**src/rtl/otf_syn_pkg.sv**
```systemverilog
package otf_syn_pkg;
  typedef struct packed {
    logic absorb;     // take in this cycle's row strobes
    logic clearRows;  // restart the row count and failure state
    logic clearIter;  // restart the iteration index
    logic bumpIter;   // advance the iteration index
  } synCtrlT;
endpackage

```
**src/rtl/otf_syn_datapath.sv**
```systemverilog
module otf_syn_datapath
  import otf_syn_pkg::*;
#(
  parameter int LANES    = 4,
  parameter int ROWS     = 32,
  parameter int MAX_ITER = 4,
  localparam int RW = $clog2(ROWS + 1),
  localparam int IW = (MAX_ITER > 1) ? $clog2(MAX_ITER) : 1
) (
  input  logic             clk,
  input  logic             rst_n,
  input  synCtrlT          ctrl,
  input  logic [LANES-1:0] rowDone,
  input  logic [LANES-1:0] rowParity,
  output logic             lastBatch,
  output logic             iterFail,
  output logic             atLimit,
  output logic [IW-1:0]    iterIdx
);
  logic [RW-1:0] rowsSeen;
  logic [RW:0]   sumRows;
  logic          failSticky;
  logic          checkEn;
  logic          batchFail;

  function automatic logic [RW:0] countLanes(input logic [LANES-1:0] v);
    logic [RW:0] c;
    c = '0;
    for (int i = 0; i < LANES; i++) c = c + (RW+1)'(v[i]);
    return c;
  endfunction

  always_comb begin
    sumRows   = {1'b0, rowsSeen} + countLanes(rowDone);
    lastBatch = ctrl.absorb && (sumRows == (RW+1)'(ROWS));
    checkEn   = ~failSticky;
    batchFail = ctrl.absorb && checkEn && |(rowDone & rowParity);
    iterFail  = failSticky | batchFail;
    atLimit   = (iterIdx == IW'(MAX_ITER - 1));
  end

  always_ff @(posedge clk) begin
    if (!rst_n) begin
      rowsSeen   <= '0;
      failSticky <= 1'b0;
      iterIdx    <= '0;
    end else begin
      if (ctrl.clearRows) begin
        rowsSeen   <= '0;
        failSticky <= 1'b0;
      end else if (ctrl.absorb) begin
        rowsSeen <= sumRows[RW-1:0];
        if (batchFail) failSticky <= 1'b1;
      end
      if (ctrl.clearIter)     iterIdx <= '0;
      else if (ctrl.bumpIter) iterIdx <= iterIdx + 1'b1;
    end
  end

  assert_rows_below_R10: assert property (@(posedge clk) disable iff (!rst_n)
    rowsSeen < RW'(ROWS));

  assert_fail_sticky_R4: assert property (@(posedge clk) disable iff (!rst_n)
    (failSticky && !ctrl.clearRows) |=> failSticky);

  assert_rows_clear_R6: assert property (@(posedge clk) disable iff (!rst_n)
    ctrl.clearRows |=> (rowsSeen == '0 && !failSticky));
endmodule

```
**config.mk**
```make
export PLATFORM = sky130hd
export DESIGN_NAME = otf_syn_datapath
export DESIGN_NICKNAME = d
export VERILOG_FILES = /design/src/rtl/otf_syn_pkg.sv /design/src/rtl/otf_syn_datapath.sv
export SDC_FILE = /design/constraint.sdc
export NUM_CORES = 1
export LEC_CHECK = 0
export ABC_AREA = 1
export BUFFER_PORTS_ARGS = -buffer_cell sky130_fd_sc_hd__buf_2
export CAP_MARGIN = 20
export CORE_MARGIN = 2
export CORE_UTILIZATION = 48
export CTS_CLUSTER_DIAMETER = 40
export DETAILED_ROUTE_END_ITERATION = 12
export PLACE_DENSITY = 0.72
export SYNTH_ARGS = -nofsm -noshare
export SYNTH_HDL_FRONTEND = slang
export SYNTH_SLANG_ARGS = --single-unit
```
**constraint.sdc**
```tcl
create_clock -name clk -period 2.45 [get_ports clk]
set_clock_uncertainty 0.1 [all_clocks]
set_input_delay 0.1225 -clock clk [delete_from_list [all_inputs] [get_ports clk]]
set_output_delay 0.1225 -clock clk [all_outputs]
set_load 0.05 [all_outputs]
```
==> impl_metrics.ini <==
[synth]
synth_cells = 93
post-synth-top-count-cell = nand2_1
synth-seq-cells = 9
ys_types = 22
synth_top_area_frac = 0.283
synthArstFlopShare = 0
synth_area_leader_cell = dfxtp_1
synthesis.nets = 112
synthTopCellsByArea = dfxtp_1, nand2_1, fa_1, inv_1, a21oi_1
syn_area_per_cell_um2 = 6.83
seq_area_frac_synth = 0.283
syn_area_um2 = 636
synthTopCellsByCount = nand2_1, inv_1, dfxtp_1
synth_edf_count = 0
yosysWarnings = 0
synth_ff_type = dfxtp_1

[sta]
finalMaxSlewViolations = 0
setup_viol_count_final = 1
hold_viol_final = 0
finalCritPeriodShare = 1.03
tightest_slew_ns = 0.296
grt_setup_unrepaired = true
worst_slack_ns = -0.0770
timing.hold.ws_ns = 0.0250
period_minus_slack_ns = 2.53
maxClockFrequency_mhz = 396
slew_headroom = 0.803

[critical_path]
crit_fanout = 2
cp_cell_sequence = buf_2, fa_1, inv_1, fa_2, inv_2, fa_1, clkinv_1, nand2_1, nor2_1, nand2_1, nor2_1, nand2_1, nor2_4, buf_6
cpMostUsedCell = nand2_1
crit_family = adder cells
slowest_stage = fa_1
required_ns = 2.23
max_stage_delay_ns = 0.53
criticalPathCategory = input port to output pin
ff2ff_path_depth = 10
cp_num_cells = 14
r2r_slack_ns = 0.67
cp-end-kind = output pin
cp_data_arrival_time_ns = 2.30
worst-path-buf-inv = 5
r2r_start = rowsSeen[0]$_SDFFE_PP0P_
rr_endpoint = rowsSeen[4]$_SDFFE_PP0P_
setup.worst_path.start_class = input port

[worst_hold_path]
worstHoldStart = ctrl[1]
hold_end = iterIdx[1]$_SDFFE_PP0P_
min_path_cells = 4
holdCritPathClass = input port to flip-flop

[detailed_routing]
drc = 0
drt-pass1-iter-count = 4
antenna_left = 0
wl_mm = 1.27
drt_iter0_markers = 11
wl_per_cell_um = 9.49
routed_via_density = 4.67
vias = 626

[job]
max-cap-violations = 0

[grt]
grt_use_total = 0.203
grt_max_degree = 9
first_global_vias = 558
grt_pass1_wl_mm = 2.17
grt-ovfl-total = 0
antenna_found_initial = 0

[cells_and_area]
syn_to_final_growth_pct = 28.5
nNetsFinal = 139
diodes = 0
fillers = 125
drive_above_1_share = 0.311
stdcell_area_um2 = 817

[clock_network]
clockBufferDepth = 2
cts-htree-levels = 1
post_cts_buffers = 0
clkTransAtPathRegs_ns = 0.07
cts_tree = yes
cts_sinks = 9
ctsRootBufferMaster = clkbuf_4
cts_buffers = 3
clk_latency_ns = 0.26

[placement]
dp_hpwl_mm = 1.04
port_buffers = 18
dpl_cell_area_um2 = 771
gp_congestion = 0.840
preCtsSetupSlack_ns = -0.213

[run_status]
violations = setup timing
run_status = complete, but fails checks

[power_and_ir_drop]
ir_worst_vdd_v = 0.000332
leakage_nw = 0.431
power.total_mw = 0.390
power-per-cell-area_mw_per_mm2 = 477

[floorplanning]
core_mm2 = 0.00127
ios = 19
rows = 13
start_util = 0.501
die_h_um = 40.4
die-area_mm2 = 0.00163
die_x_um = 40.4
power breakdown:
part	total, mW	internal, mW	leakage, nW	switching, mW
clock network	0.114	0.0602	0.0177	0.0536
registers	0.160	0.153	0.0736	0.00656
logic	0.117	0.0496	0.339	0.0670
metrics by stage:
stage / setup TNS (ns) / utilization / instances
2_1_floorplan: 0 / - / 93
3_3_place_gp: -0.157 / 0.607 / 129
3_5_place_dp: -0.213 / 0.607 / 129
4_1_cts: -0.0779 / 0.644 / 134
5_1_grt: -0.230 / 0.644 / 134
6_report: -0.0770 / 0.644 / 134
worst reg2reg max path, delay by kind of cell, from the launching register on:
family / cells / cell delay (ns)
compound gates: 1 / 0.11
fa+ha+maj: 2 / 0.58
buf+inv: 4 / 0.32
flops: 1 / 0.31
simple gates: 3 / 0.26
cells by family after synthesis:
logic type	synth area share
adder cells (fa/ha/maj)	0.134
flip-flops	0.283
buffers and inverters	0.152
AO/OA/AOI/OAI	0.0787
AND/OR/NAND/NOR	0.339
XOR/XNOR	0.0138
area by class of cell:
class | count | area [um2] | area share
Clock inverter | 1 | 5.00 | 0.00613
Clock buffer | 3 | 22.5 | 0.0276
Inverter | 20 | 77.6 | 0.0949
Timing Repair Buffer | 24 | 144 | 0.176
Sequential cell | 9 | 180 | 0.221
Tap cell | 15 | 18.8 | 0.0230
Multi-Input combinational cell | 62 | 369 | 0.452
worst max-delay path by stage:
stage / from / to / slack, ns
floorplan: rowDone[0] / lastBatch / 0.06
global placement: rowDone[0] / lastBatch / -0.16
detailed placement: rowDone[0] / lastBatch / -0.21
CTS: rowDone[0] / lastBatch / -0.08
global route: rowDone[0] / lastBatch / -0.23
finish: rowDone[0] / lastBatch / -0.08
flip-flops by register name (all words and copies together), names as in the netlist:
name and cells:
failSticky 1, rowsSeen 6, iterIdx 2
routing by layer:
layer | vias up | routed length (um) | global-route usage
li1 | 337 | - | -
met1 | 269 | 537 | 0.215
met2 | 16 | 662 | 0.357
met3 | 4 | 50 | 0.0389
met4 | 0 | 20 | 0.133
met5 | - | 0 | 0
cells in the final DEF, fill, tap and decap left out:
cell	count
buf_6	1
nand2_4	1
fa_1	2
xnor2_1	1
buf_2	17
inv_4	1
clkinv_2	1
o21ai_1	1
nand4_1	2
buf_4	5
a211oi_1	2
dfxtp_1	9
a21oi_1	6
clkinv_1	1
and2_1	1
nand2_1	28
fa_2	1
clkbuf_4	3
nor2_4	2
nand3_2	1
nand2_2	1
dlygate4sd3_1	1
nand3_1	6
ha_1	2
nor2_1	5
inv_1	15
inv_2	3
repair_timing:
action                     in CTS  in global routing
hold buffers                    1                  0
hold endpoints to repair        1                  0
gates resized for setup         3                  0
pin swaps                       1                  0
setup endpoints to repair       1                  1
Note: power is estimated with default switching activity, not from simulation.
